[src/rtl/rx_stat_pkg.sv]
package rx_stat_pkg;

  typedef enum logic [1:0] {
    DCLS_DROP  = 2'b00,
    DCLS_UCAST = 2'b01,
    DCLS_MCAST = 2'b10,
    DCLS_BCAST = 2'b11
  } dest_cls_e;

  typedef struct packed {
    logic sym;
    logic crc;
    logic align;
    logic loop;
    logic coll;
    logic ovr;
  } err_flags_t;

  localparam int B_FIXED   = 28;
  localparam int B_ABORT   = 26;
  localparam int B_OVERRUN = 25;
  localparam int B_CLS_LO  = 23;
  localparam int B_LONG    = 22;
  localparam int B_RUNT    = 21;
  localparam int B_SYM     = 20;
  localparam int B_CRC     = 19;
  localparam int B_ALIGN   = 18;
  localparam int B_LOOP    = 17;
  localparam int B_COLL    = 16;

endpackage

[src/rtl/rx_len_counter.sv]
module rx_len_counter #(
  parameter int LEN_W = 12
) (
  input  logic             clk,
  input  logic             rst_n,
  input  logic             byte_en,
  input  logic             first,
  output logic [LEN_W-1:0] len_q,
  output logic [LEN_W-1:0] len_nxt
);

  localparam logic [LEN_W-1:0] LEN_MAX = '1;
  localparam logic [LEN_W-1:0] LEN_ONE = LEN_W'(1);

  always_comb begin
    len_nxt = len_q;
    if (byte_en) begin
      if (first)
        len_nxt = LEN_ONE;
      else if (len_q == LEN_MAX)
        len_nxt = LEN_MAX;
      else
        len_nxt = len_q + LEN_ONE;
    end
  end

  always_ff @(posedge clk or negedge rst_n) begin
    if (!rst_n)
      len_q <= '0;
    else if (byte_en)
      len_q <= len_nxt;
  end

endmodule

[src/rtl/rx_dest_classify.sv]
module rx_dest_classify #(
  parameter int LEN_W      = 12,
  parameter int ADDR_BYTES = 6
) (
  input  logic             clk,
  input  logic             rst_n,
  input  logic             byte_en,
  input  logic             first,
  input  logic [7:0]       data,
  input  logic [LEN_W-1:0] len_q,
  output logic             bcast_nxt,
  output logic             mcast_nxt
);

  localparam logic [LEN_W-1:0] ADDR_END = LEN_W'(ADDR_BYTES);

  logic             all_ones_q;
  logic             group_q;
  logic             in_addr;
  logic             is_ff;

  assign is_ff   = (data == 8'hFF);
  assign in_addr = (len_q < ADDR_END);

  always_comb begin
    bcast_nxt = all_ones_q;
    mcast_nxt = group_q;
    if (byte_en) begin
      if (first) begin
        bcast_nxt = is_ff;
        mcast_nxt = data[0];
      end else if (in_addr) begin
        bcast_nxt = all_ones_q & is_ff;
      end
    end
  end

  always_ff @(posedge clk or negedge rst_n) begin
    if (!rst_n) begin
      all_ones_q <= 1'b0;
      group_q    <= 1'b0;
    end else if (byte_en) begin
      all_ones_q <= bcast_nxt;
      group_q    <= mcast_nxt;
    end
  end

endmodule

[src/rtl/rx_err_latch.sv]
module rx_err_latch
  import rx_stat_pkg::*;
(
  input  logic       clk,
  input  logic       rst_n,
  input  logic       clr,
  input  logic       active,
  input  err_flags_t strobe,
  output err_flags_t flags_nxt
);

  err_flags_t flags_q;
  err_flags_t base;

  always_comb begin
    base      = clr ? '0 : flags_q;
    flags_nxt = base | (active ? strobe : '0);
  end

  always_ff @(posedge clk or negedge rst_n) begin
    if (!rst_n)
      flags_q <= '0;
    else if (active)
      flags_q <= flags_nxt;
  end

endmodule

[src/rtl/rx_status_classifier.sv]
module rx_status_classifier
  import rx_stat_pkg::*;
#(
  parameter int LEN_W      = 12,
  parameter int ADDR_BYTES = 6,
  parameter int MIN_LEN    = 64,
  parameter int STD_MAX    = 1518,
  parameter int EXT_MAX    = 2046
) (
  input  logic        clk,
  input  logic        rst_n,
  input  logic        byte_valid,
  input  logic [7:0]  byte_data,
  input  logic        frame_start,
  input  logic        frame_end,
  input  logic        filter_drop,
  input  logic        accept_long,
  input  logic        speed_100,
  input  logic        err_symbol,
  input  logic        err_crc,
  input  logic        err_align,
  input  logic        err_collision,
  input  logic        err_overrun,
  input  logic        loopback_flag,
  output logic        status_valid,
  output logic [31:0] status_word
);

  localparam logic [LEN_W-1:0] MIN_LIM  = LEN_W'(MIN_LEN);
  localparam logic [LEN_W-1:0] STD_LIM  = LEN_W'(STD_MAX);
  localparam logic [LEN_W-1:0] EXT_LIM  = LEN_W'(EXT_MAX);
  localparam logic [LEN_W-1:0] ADDR_LIM = LEN_W'(ADDR_BYTES);

  logic             sof_byte;
  logic             eof_byte;
  logic             in_frame_q;
  logic             in_frame_nxt;
  logic             active;
  logic [LEN_W-1:0] len_q;
  logic [LEN_W-1:0] len_nxt;
  logic             bcast_nxt;
  logic             mcast_nxt;
  err_flags_t       strobe;
  err_flags_t       flags_nxt;
  dest_cls_e        cls;
  logic [31:0]      word_nxt;

  assign sof_byte = byte_valid & frame_start;
  assign eof_byte = byte_valid & frame_end;
  assign active   = in_frame_q | sof_byte;

  always_comb begin
    strobe.sym   = err_symbol & speed_100;
    strobe.crc   = err_crc;
    strobe.align = err_align;
    strobe.loop  = loopback_flag;
    strobe.coll  = err_collision;
    strobe.ovr   = err_overrun;
  end

  rx_len_counter #(.LEN_W(LEN_W)) u_len (
    .clk     (clk),
    .rst_n   (rst_n),
    .byte_en (byte_valid),
    .first   (frame_start),
    .len_q   (len_q),
    .len_nxt (len_nxt)
  );

  rx_dest_classify #(.LEN_W(LEN_W), .ADDR_BYTES(ADDR_BYTES)) u_dest (
    .clk       (clk),
    .rst_n     (rst_n),
    .byte_en   (byte_valid),
    .first     (frame_start),
    .data      (byte_data),
    .len_q     (len_q),
    .bcast_nxt (bcast_nxt),
    .mcast_nxt (mcast_nxt)
  );

  rx_err_latch u_err (
    .clk       (clk),
    .rst_n     (rst_n),
    .clr       (sof_byte),
    .active    (active),
    .strobe    (strobe),
    .flags_nxt (flags_nxt)
  );

  always_comb begin
    in_frame_nxt = in_frame_q;
    if (eof_byte)
      in_frame_nxt = 1'b0;
    else if (sof_byte)
      in_frame_nxt = 1'b1;
  end

  always_comb begin
    if (filter_drop)
      cls = DCLS_DROP;
    else if (bcast_nxt && (len_nxt >= ADDR_LIM))
      cls = DCLS_BCAST;
    else if (mcast_nxt)
      cls = DCLS_MCAST;
    else
      cls = DCLS_UCAST;
  end

  always_comb begin
    word_nxt                        = '0;
    word_nxt[LEN_W-1:0]             = len_nxt;
    word_nxt[B_FIXED]               = 1'b1;
    word_nxt[B_ABORT]               = flags_nxt.ovr;
    word_nxt[B_OVERRUN]             = flags_nxt.ovr;
    word_nxt[B_CLS_LO+1:B_CLS_LO]   = cls;
    word_nxt[B_LONG]                = len_nxt > (accept_long ? EXT_LIM : STD_LIM);
    word_nxt[B_RUNT]                = len_nxt < MIN_LIM;
    word_nxt[B_SYM]                 = flags_nxt.sym;
    word_nxt[B_CRC]                 = flags_nxt.crc;
    word_nxt[B_ALIGN]               = flags_nxt.align;
    word_nxt[B_LOOP]                = flags_nxt.loop;
    word_nxt[B_COLL]                = flags_nxt.coll;
  end

  always_ff @(posedge clk or negedge rst_n) begin
    if (!rst_n) begin
      in_frame_q   <= 1'b0;
      status_valid <= 1'b0;
      status_word  <= '0;
    end else begin
      in_frame_q   <= in_frame_nxt;
      status_valid <= eof_byte;
      if (eof_byte)
        status_word <= word_nxt;
    end
  end

endmodule

[config.mk]
export PLATFORM = sky130hd
export DESIGN_NAME = rx_status_classifier
export DESIGN_NICKNAME = d
export VERILOG_FILES = /design/src/rtl/rx_stat_pkg.sv /design/src/rtl/rx_len_counter.sv /design/src/rtl/rx_dest_classify.sv /design/src/rtl/rx_err_latch.sv /design/src/rtl/rx_status_classifier.sv
export SDC_FILE = /design/constraint.sdc
export NUM_CORES = 1
export LEC_CHECK = 0
export ABC_AREA = 1
export BUFFER_PORTS_ARGS = -buffer_cell sky130_fd_sc_hd__buf_4
export CAP_MARGIN = 20
export CORE_UTILIZATION = 23
export CTS_CLUSTER_SIZE = 16
export DETAILED_ROUTE_END_ITERATION = 10
export PLACE_DENSITY = 0.53
export SLEW_MARGIN = 20
export SYNTH_ARGS = -nofsm -noshare
export SYNTH_HDL_FRONTEND = slang
export SYNTH_SLANG_ARGS = --single-unit
export TNS_END_PERCENT = 100
[constraint.sdc]
create_clock -name clk -period 2 [get_ports clk]
set_clock_uncertainty 0.05 [all_clocks]
set_input_delay 0.1 -clock clk [delete_from_list [all_inputs] [get_ports clk]]
set_output_delay 0.1 -clock clk [all_outputs]
set_load 0.005 [all_outputs]
==> impl_metrics.json, run 1 <==
{
  "max-cap-violations": 0,
  "fin_crit_sh_pct": 98.51,
  "syn_to_final_growth_pct": 39.91,
  "drt_first_iter_violations": 133,
  "cts_made_buffers": 5,
  "antenna_left": 0,
  "start_kind": "flop",
  "die_h_um": 102.2,
  "ir_worst_vdd_uv": 322.7,
  "routabilityCongestion": 0.8140,
  "path_clk_slew_ns": 0.09,
  "io_buffers": 46,
  "worstPathRequired_ns": 2.15,
  "syn_avg_cell_area_um2": 7.929,
  "pwr_density_cell_mw_per_mm2": 647.3,
  "clock.fmax_ghz": 0.5076,
  "path_class": "reg -> reg",
  "fillers": 1028,
  "end_kind": "flop",
  "drt_pass1_iterations": 4,
  "num_vias": 2109,
  "cts_sinks": 45,
  "dieArea_mm2": 0.01044,
  "syn_inst": 291,
  "antenna_found_initial": 0,
  "power.leakage_nw": 1.607,
  "report.final.slew_viol_count": 0,
  "io_pins": 55,
  "p_total_mw": 2.090,
  "clock_latency_ns": 0.30,
  "period_needed_ns": 1.970,
  "report.final.setup_viol": 0,
  "synth-seq-cells": 45,
  "synth.distinct_cells": 30,
  "path_max_fanout": 7,
  "outcome": "complete, no violations",
  "nNetsFinal": 393,
  "grt_first_pass_wirelength_um": 9439,
  "core_area_mm2": 0.009729,
  "mostFrequentLayoutCell": "nand2_1",
  "hp-class": "in -> reg",
  "die-width_um": 102.2,
  "clockBufferDepth": 2,
  "drcViolationCount": 0,
  "rsz0062_at_grt": "yes",
  "layout.cells.non_filler": 502,
  "synth_area_mm2": 0.002307,
  "row_count": 36,
  "ys_seq_area_share_pct": 48.81,
  "grt_use_total_pct": 11.66,
  "worstMarginPinSlew_ns": 0.6090,
  "drive_gt1_share_pct": 36.04,
  "totalWireLength_um": 5978,
  "relSlewSlack_pct": 58.97,
  "layout_common_cells": "nand2_1, buf_4, dfrtp_1",
  "viasPerCell": 4.201,
  "wl_per_cell_um": 11.91,
  "worstPathArrival_ns": 2.12,
  "start_util_pct": 23.71,
  "ys_warn_count": 0,
  "finalHoldViolCount": 0,
  "grt_overflow_total": 0,
  "dp_cells": 479,
  "ctsRootBufferMaster": "clkbuf_8",
  "place_hpwl_um": 4240,
  "grt_pass1_vias": 1931,
  "r2r_slack_ns": 0.03,
  "grt_start_max_net_pins": 46,
  "antennaDiodeCount": 0,
  "tritoncts": "yes",
  "h-tree-depth": 2
}
==> power breakdown <==
group	switching (mW)	internal [mW]
combinational	0.183	0.180
clock	0.319	0.375
sequential	0.0474	0.984
total	0.550	1.54
==> synthesized netlist by cell type (all sizes together) <==
| library cell | number | area, um^2 |
|---|---|---|
| a21oi | 6 | 45.05 |
| dfrtp | 45 | 1126 |
| nand4 | 4 | 25.02 |
| clkbuf | 4 | 15.01 |
| a31oi | 6 | 37.54 |
| or2 | 3 | 18.77 |
| nor4 | 2 | 12.51 |
| conb | 1 | 3.750 |
| o21ai | 25 | 132.6 |
| ha | 3 | 37.54 |
| nand3 | 20 | 122.6 |
| xor2 | 1 | 8.760 |
| xnor2 | 1 | 8.760 |
| buf | 13 | 92.59 |
| nand2 | 94 | 355.3 |
| nor2 | 36 | 155.2 |
| nand3b | 1 | 7.510 |
| a31o | 1 | 8.760 |
| inv | 25 | 93.84 |
==> worst max-delay path, stage by stage (launching register included) <==
cell and delay [ns]:
dfrtp_1 0.42, ha_2 0.22, inv_2 0.07, nor2_4 0.04, nand3_4 0.11, nand2_2 0.07, o21ai_2 0.12, nand2_1 0.07
ha_1 0.29, nand3_2 0.08, nor2_2 0.10, nand3_1 0.08, nand3_1 0.11, nand2_1 0.05
==> metrics by stage <==
| step | area, um^2 | worst slack [ns] | hold WS (ns) | setup TNS, ns | util, % |
|---|---|---|---|---|---|
| 2_1_floorplan | 2333 | 0.02762 | -0.2456 | 0 | - |
| 3_3_place_gp | 2880 | -0.01002 | 0.09390 | -0.01002 | 29.60 |
| 3_5_place_dp | 2880 | -0.07780 | 0.09907 | -0.1001 | 29.60 |
| 4_1_cts | 3068 | 0.01284 | 0.006702 | 0 | 31.53 |
| 5_1_grt | 3228 | -0.1001 | 0.02515 | -0.2255 | 33.18 |
| 6_report | 3228 | 0.02976 | 0.01984 | 0 | 33.18 |
==> layout make-up <==
cell class	count	area, um^2	share of cell area, %
inverter	25	93.84	2.907
tap	133	166.4	5.155
clock buffer	6	72.57	2.248
sequential	45	1132	35.08
multi-input combinational	211	1111	34.42
clock inverter	2	38.79	1.202
timing repair buffer	80	613.1	18.99
==> layer usage <==
layer	vias up	share of wire (%)	track usage, %
met2	39	47	17.04
met5	-	0	0
li1	1066	-	-
met3	13	2.6	1.642
met1	991	48	16.70
met4	0	2.3	5.934
==> what timing repair did <==
item | 4_1_cts | 5_1_grt
hold endpoints to repair | 47 | 0
hold buffers | 2 | 0
pin swaps | 2 | 13
setup endpoints to repair | 3 | 4
gates resized for setup | 6 | 31
buffers inserted | 5 | 8
==> registers in the layout, summed over array words and instances (netlist names) <==
| signal | count |
|---|---|
| in_frame_q | 1 |
| status_word | 23 |
| status_valid | 1 |
| u_dest.all_ones_q | 1 |
| u_dest.group_q | 1 |
| u_err.flags_q | 6 |
| u_len.len_q | 12 |
==> path summary, 6_finish.rpt <==
path / cells past startpoint / to / startpoint
min in group asynchronous: 2 / status_word[19] / rst_n
min: 3 / u_err.flags_q[2] / loopback_flag
min reg2reg: 2 / u_err.flags_q[3] / u_err.flags_q[3]
max: 13 / status_word[22] / u_len.len_q[0]
max in group asynchronous: 2 / u_len.len_q[2] / rst_n
max reg2reg: 13 / status_word[22] / u_len.len_q[0]
==> kinds of logic (layout without fill, tap and decap cells) <==
group / after synthesis / after routing / synth area share [%]
xor+xnor: 2 / 2 / 0.7594
flops: 45 / 45 / 48.81
simple gates: 160 / 160 / 30.21
buf+inv: 42 / 113 / 8.731
other cells: 1 / 8 / 0.1625
fa+ha+maj: 3 / 3 / 1.627
compound gates: 38 / 38 / 9.708
Power figures use the tool's default switching activity.
==> inputs of run 2 (changes only) <==
--- a/config.mk
+++ b/config.mk
@@ -12,6 +12,7 @@
 export CTS_CLUSTER_SIZE = 16
 export DETAILED_ROUTE_END_ITERATION = 10
 export PLACE_DENSITY = 0.53
+export REMOVE_ABC_BUFFERS = 1
 export SLEW_MARGIN = 20
 export SYNTH_ARGS = -nofsm -noshare
 export SYNTH_HDL_FRONTEND = slang
==> impl_metrics.json, run 2 (synthesis results as in run 1) <==
{
  "report.final.slew_viol_count": 0,
  "largest_reg_flops": 23,
  "grt_overflow_total": 0,
  "period_needed_ns": 1.967,
  "antenna_left": 0,
  "worstMarginPinSlew_ns": 0.5793,
  "reg_top3": "status_word: 23 flops, u_len.len_q: 12 flops, u_err.flags_q: 6 flops",
  "routabilityCongestion": 0.8174,
  "utilization_pct": 34.20,
  "grt_use_total_pct": 12.47,
  "start_util_pct": 23.71,
  "use_met2_pct": 20.24,
  "worstPathArrival_ns": 2.13,
  "clock.fmax_ghz": 0.5083,
  "power.leakage_nw": 1.659,
  "start_kind": "flop",
  "ctsRootBufferMaster": "clkbuf_8",
  "crit_family": "simple AND/OR/NAND/NOR gates",
  "drt_pass1_iterations": 4,
  "clock_latency_ns": 0.31,
  "viasPerCell": 4.238,
  "io_pins": 55,
  "nNetsFinal": 395,
  "grt_first_pass_wirelength_um": 9860,
  "core_area_mm2": 0.009729,
  "worstPathCellList": "ha_4 > inv_2 > nor2_4 > nand3_4 > nand2_2 > o21ai_2 > nand2_1 > ha_1 > nand3_2 > nor2_2 > nand3_1 > nand3_1 > nand2_1",
  "outcome": "complete, no violations",
  "critPathMaxStageDelay_ns": 0.43,
  "end_kind": "flop",
  "cp_num_buf_inv": 1,
  "mostFrequentLayoutCell": "buf_4",
  "path_max_fanout": 5,
  "rsz0062_at_grt": "yes",
  "dp_cells": 487,
  "top_register": "status_word",
  "row_count": 36,
  "antenna_found_initial": 0,
  "dieArea_mm2": 0.01044,
  "grt_pass1_vias": 2045,
  "wl_per_cell_um": 12.48,
  "pwr_density_cell_mw_per_mm2": 605.1,
  "cts_sinks": 45,
  "report.final.setup_viol": 0,
  "path_clk_slew_ns": 0.10,
  "relSlewSlack_pct": 60.97,
  "worstPathRequired_ns": 2.16,
  "top_usage_layer": "met2",
  "max-cap-violations": 0,
  "grt_start_max_net_pins": 46,
  "drcViolationCount": 0,
  "place_hpwl_um": 4398,
  "layout.cells.non_filler": 504,
  "drive_gt1_share_pct": 40.70,
  "crit_slowest_cell": "dfrtp_1",
  "die-width_um": 102.2,
  "path_class": "reg -> reg",
  "die_h_um": 102.2,
  "cts_made_buffers": 5,
  "h-tree-depth": 2,
  "num_vias": 2136,
  "clockBufferDepth": 2,
  "layout_common_cells": "buf_4, nand2_1, dfrtp_1",
  "antennaDiodeCount": 0,
  "syn_to_final_growth_pct": 44.20,
  "use_met3_pct": 2.120,
  "drt_first_iter_violations": 114,
  "fin_crit_sh_pct": 98.36,
  "use_met1_pct": 16.28,
  "totalWireLength_um": 6289,
  "hp-class": "in -> reg",
  "ir_worst_vdd_uv": 247.9,
  "finalHoldViolCount": 0,
  "io_buffers": 46,
  "tritoncts": "yes"
}
[run 2: metal layers]
metal	share of wire, %	vias up	routed length [um]
met5	0	-	0
met3	2.8	11	177
li1	-	1068	-
met2	49	48	3066
met1	46	1009	2878
met4	2.6	0	165
[run 2: through the flow]
stage                     power [mW]  hold slack [ns]  setup WS (ns)  cell area, um^2  setup TNS [ns]
after global routing           2.135          0.02919       -0.06021             3327        -0.09497
after detailed placement       1.375           0.1054        -0.1112             2940         -0.1112
after floorplan                1.183          -0.2456        0.01836             2226               0
final                          2.013         0.005755        0.03272             3327               0
after CTS                      1.989         0.005068       0.002666             3117               0
after global placement         1.369          0.09678       -0.07238             2940        -0.07238
[run 2: path summary, 6_finish.rpt]
check / slack [ns] / cells after the start / end / from
max reg2reg: 0.03 / 13 / status_word[22] / u_len.len_q[0]
min reg2reg: 0.43 / 1 / status_word[28] / status_word[28]
max: 0.03 / 13 / status_word[22] / u_len.len_q[0]
min in group asynchronous: 0.28 / 2 / status_word[0] / rst_n
max in group asynchronous: 1.19 / 2 / u_len.len_q[6] / rst_n
min: 0.006 / 3 / u_err.flags_q[3] / err_align
[run 2: timing repair]
item                                    4_1_cts  5_1_grt
resized for setup                             6       57
buffers inserted                              5        2
endpoints found under the hold margin        47        0
endpoints found under the setup margin        3        4
pin swaps                                    10       24
hold buffers                                  2        0
[run 2: final cells by class]
type                            count  area [um^2]
Inverter                           25        93.84
Clock buffer                        5        68.82
Clock inverter                      3        21.27
Sequential cell                    45         1131
Tap cell                          133        166.4
Timing Repair Buffer               82        635.6
Fill cell                        1039         6402
Multi-Input combinational cell    211         1210
[run 2: worst register-to-register path, cell delays in order (launching register included)]
cell and delay, ns:
dfrtp_1 0.43, ha_4 0.20, inv_2 0.07, nor2_4 0.04
nand3_4 0.10, nand2_2 0.07, o21ai_2 0.13, nand2_1 0.07
ha_1 0.30, nand3_2 0.07, nor2_2 0.10, nand3_1 0.08
nand3_1 0.12, nand2_1 0.05
[run 2: power breakdown]
group | internal, mW | switching (mW) | total, mW
combinational | 0.190 | 0.202 | 0.392
sequential | 0.984 | 0.0495 | 1.03
clock | 0.248 | 0.339 | 0.588
==> inputs of run 3 (changes only) <==
--- a/config.mk
+++ b/config.mk
@@ -5,7 +5,6 @@
 export SDC_FILE = /design/constraint.sdc
 export NUM_CORES = 1
 export LEC_CHECK = 0
-export ABC_AREA = 1
 export BUFFER_PORTS_ARGS = -buffer_cell sky130_fd_sc_hd__buf_4
 export CAP_MARGIN = 20
 export CORE_UTILIZATION = 23
==> impl_metrics.json, run 3 <==
{
  "syn_inst": 260,
  "synth_area_mm2": 0.002444,
  "wl_per_cell_um": 14.02,
  "combPwrFrac_pct": 23.3,
  "ctsRootBufferMaster": "clkbuf_8",
  "hold_slack_ns": 0.01325,
  "synth_most_common_cell": "dfrtp_1",
  "worstPathArrival_ns": 2.82,
  "die_h_um": 105.1,
  "report.final.slew_viol_count": 0,
  "core_area_mm2": 0.01032,
  "ys_seq_area_share_pct": 46.08,
  "synthTopCellsByArea": "dfrtp_1, nand2_1, o21ai_0",
  "antenna_left": 0,
  "synth_ff_type": "dfrtp_1",
  "ys_warn_count": 0,
  "grt_first_pass_wirelength_um": 11610,
  "nNetsFinal": 412,
  "ys_top_cells_by_count": "dfrtp_1, nand2_1, o21ai_0",
  "pwr_density_cell_mw_per_mm2": 558.9,
  "row_count": 37,
  "period_needed_ns": 2.683,
  "place_hpwl_um": 5496,
  "path_max_fanout": 4,
  "syn_avg_cell_area_um2": 9.398,
  "io_buffers": 46,
  "start_kind": "flop",
  "drt_pass1_iterations": 6,
  "p_int_mw": 1.501,
  "path_class": "reg -> reg",
  "report.final.setup_viol": 8,
  "totalWireLength_um": 7344,
  "start_util_pct": 23.67,
  "max-cap-violations": 0,
  "mostFrequentLayoutCell": "buf_4",
  "layout_common_cells": "buf_4, dfrtp_1, nand2_1",
  "yosys.area.top_type": "dfrtp_1",
  "drive_gt1_share_pct": 43.04,
  "routabilityCongestion": 0.8681,
  "p_switching_mw": 0.6098,
  "critPathMaxStageDelay_ns": 0.55,
  "h-tree-depth": 2,
  "outcome": "finished, violations left",
  "relSlewSlack_pct": 61.73,
  "ir_worst_vdd_uv": 272.2,
  "path_common_cell": "a311o_1",
  "syn_to_final_growth_pct": 54.53,
  "antennaDiodeCount": 0,
  "crit_slowest_cell": "or4_4",
  "num_vias": 2393,
  "end_kind": "flop",
  "dieArea_mm2": 0.01104,
  "grt_overflow_total": 0,
  "p_total_mw": 2.111,
  "grt_use_total_pct": 13.47,
  "tritoncts": "yes",
  "finalHoldViolCount": 0,
  "fin_crit_sh_pct": 134.2,
  "rsz0062_at_grt": "yes",
  "yosys.area.top_type_share_pct": 46.08,
  "drt_first_iter_violations": 105,
  "clockBufferDepth": 2,
  "cts_made_buffers": 5,
  "dp_cells": 504,
  "top_register": "status_word",
  "layout.cells.non_filler": 524,
  "clock.fmax_ghz": 0.3727,
  "reg_top3": "status_word: 23 flops, u_len.len_q: 12 flops, u_err.flags_q: 6 flops",
  "synth.distinct_cells": 56,
  "largest_reg_flops": 23,
  "antenna_found_initial": 0,
  "worstPathCellList": "ha_4 > nand4_4 > or4_4 > a311o_1 > inv_1 > ha_1 > nand4_1 > or4_1 > a311o_1",
  "die-width_um": 105.1,
  "setup_tns_ns": -2.660,
  "violations": "setup timing",
  "hp-class": "in -> reg",
  "p_clk_share_pct": 27.8,
  "synth-seq-cells": 45,
  "power.leakage_nw": 1.852,
  "cts_sinks": 45,
  "timing.final.ws_setup_ns": -0.6833,
  "power_frac_seq_pct": 49.0,
  "viasPerCell": 4.567,
  "netSwitchingFraction_pct": 28.89,
  "io_pins": 55,
  "async_flop_share_pct": 100.0,
  "grt_pass1_vias": 2329,
  "synth_edf_count": 0,
  "drcViolationCount": 0,
  "worstMarginPinSlew_ns": 0.5741,
  "path_clk_slew_ns": 0.10,
  "grt_start_max_net_pins": 46,
  "worstPathRequired_ns": 2.14,
  "clock_latency_ns": 0.30
}
-- run 3: cell count changes in the layout (fill, tap and decap cells not counted), sizes merged, moves of 5 or more --
cell / delta
buf: +52
nand2: -51
nor2: -28
nand3: -13
inv: -11
a22o: +5
and3: +5
nor3: +5
-- run 3: cell type report --
type | count | area (um^2)
multi-input combinational | 182 | 1259
tap | 136 | 170.2
sequential | 45 | 1127
timing repair buffer | 138 | 1074
clock inverter | 3 | 21.27
clock buffer | 5 | 68.82
fill | 1026 | 6548
inverter | 15 | 56.30
-- run 3: worst paths after layout --
| check | slack [ns] | startpoint | cells past startpoint | endpoint |
|---|---|---|---|---|
| min in group asynchronous | 0.28 | rst_n | 2 | status_word[28] |
| max reg2reg | -0.68 | u_len.len_q[0] | 9 | status_word[22] |
| max in group asynchronous | 1.21 | rst_n | 2 | u_len.len_q[2] |
| min | 0.01 | speed_100 | 2 | u_err.flags_q[5] |
| min reg2reg | 0.43 | status_word[28] | 1 | status_word[28] |
| max | -0.68 | u_len.len_q[0] | 9 | status_word[22] |
-- run 3: power groups by stage --
stage / Sequential [mW] / Combinational (mW) / Clock [mW]
finish: 1.03 / 0.491 / 0.586
global route: 1.04 / 0.539 / 0.643
CTS: 1.03 / 0.478 / 0.605
detailed placement: 1.05 / 0.454 / 0
global placement: 1.04 / 0.451 / 0
floorplan: 1.06 / 0.154 / 0
-- run 3: what timing repair did --
| action | CTS | global route |
|---|---|---|
| pin swaps | 8 | 3 |
| cloned | 0 | 0 |
| buffers inserted | 3 | 4 |
| gates resized for setup | 21 | 15 |
| endpoints found under the hold margin | 50 | 0 |
| setup endpoints to repair | 10 | 13 |
| hold buffers | 6 | 0 |
-- run 3: cell families (layout without fill, tap and decap cells) --
| logic type | after synthesis | in the layout | synth area share (%) |
|---|---|---|---|
| other | 1 | 8 | 0.1535 |
| AO/OA/AOI/OAI | 70 | 70 | 20.43 |
| AND/OR/NAND/NOR | 94 | 94 | 20.38 |
| multiplexers | 1 | 1 | 0.4096 |
| flip-flops | 45 | 45 | 46.08 |
| adder cells (fa/ha/maj) | 3 | 3 | 1.536 |
| XOR/XNOR | 6 | 6 | 2.151 |
| buffers and inverters | 40 | 161 | 8.858 |
-- run 3: routing by layer --
| layer | part of all wire [%] | up-vias | global-route usage [%] |
|---|---|---|---|
| met2 | 48 | 61 | 21.95 |
| met3 | 3.7 | 15 | 2.558 |
| li1 | - | 1170 | - |
| met1 | 46 | 1147 | 17.67 |
| met5 | 0 | - | 0 |
| met4 | 2.1 | 0 | 4.930 |
-- run 3: critical path: cells and delay by family, from the launching register on --
family	cells	cell delay [ns]
buffers and inverters	1	0.07
DFF	1	0.40
AOI/OAI and AO/OA	2	0.63
adders and majority gates	2	0.29
and+or+nand+nor	4	1.13
-- run 3: per-stage QoR --
stage	cell area (um^2)	utilization [%]	setup WS, ns
floorplan	2310	-	-1.004
global placement	3426	33.18	-0.8118
detailed placement	3426	33.18	-0.8522
CTS	3687	35.72	-0.6988
global route	3776	36.58	-0.8023
finish	3776	36.58	-0.6833
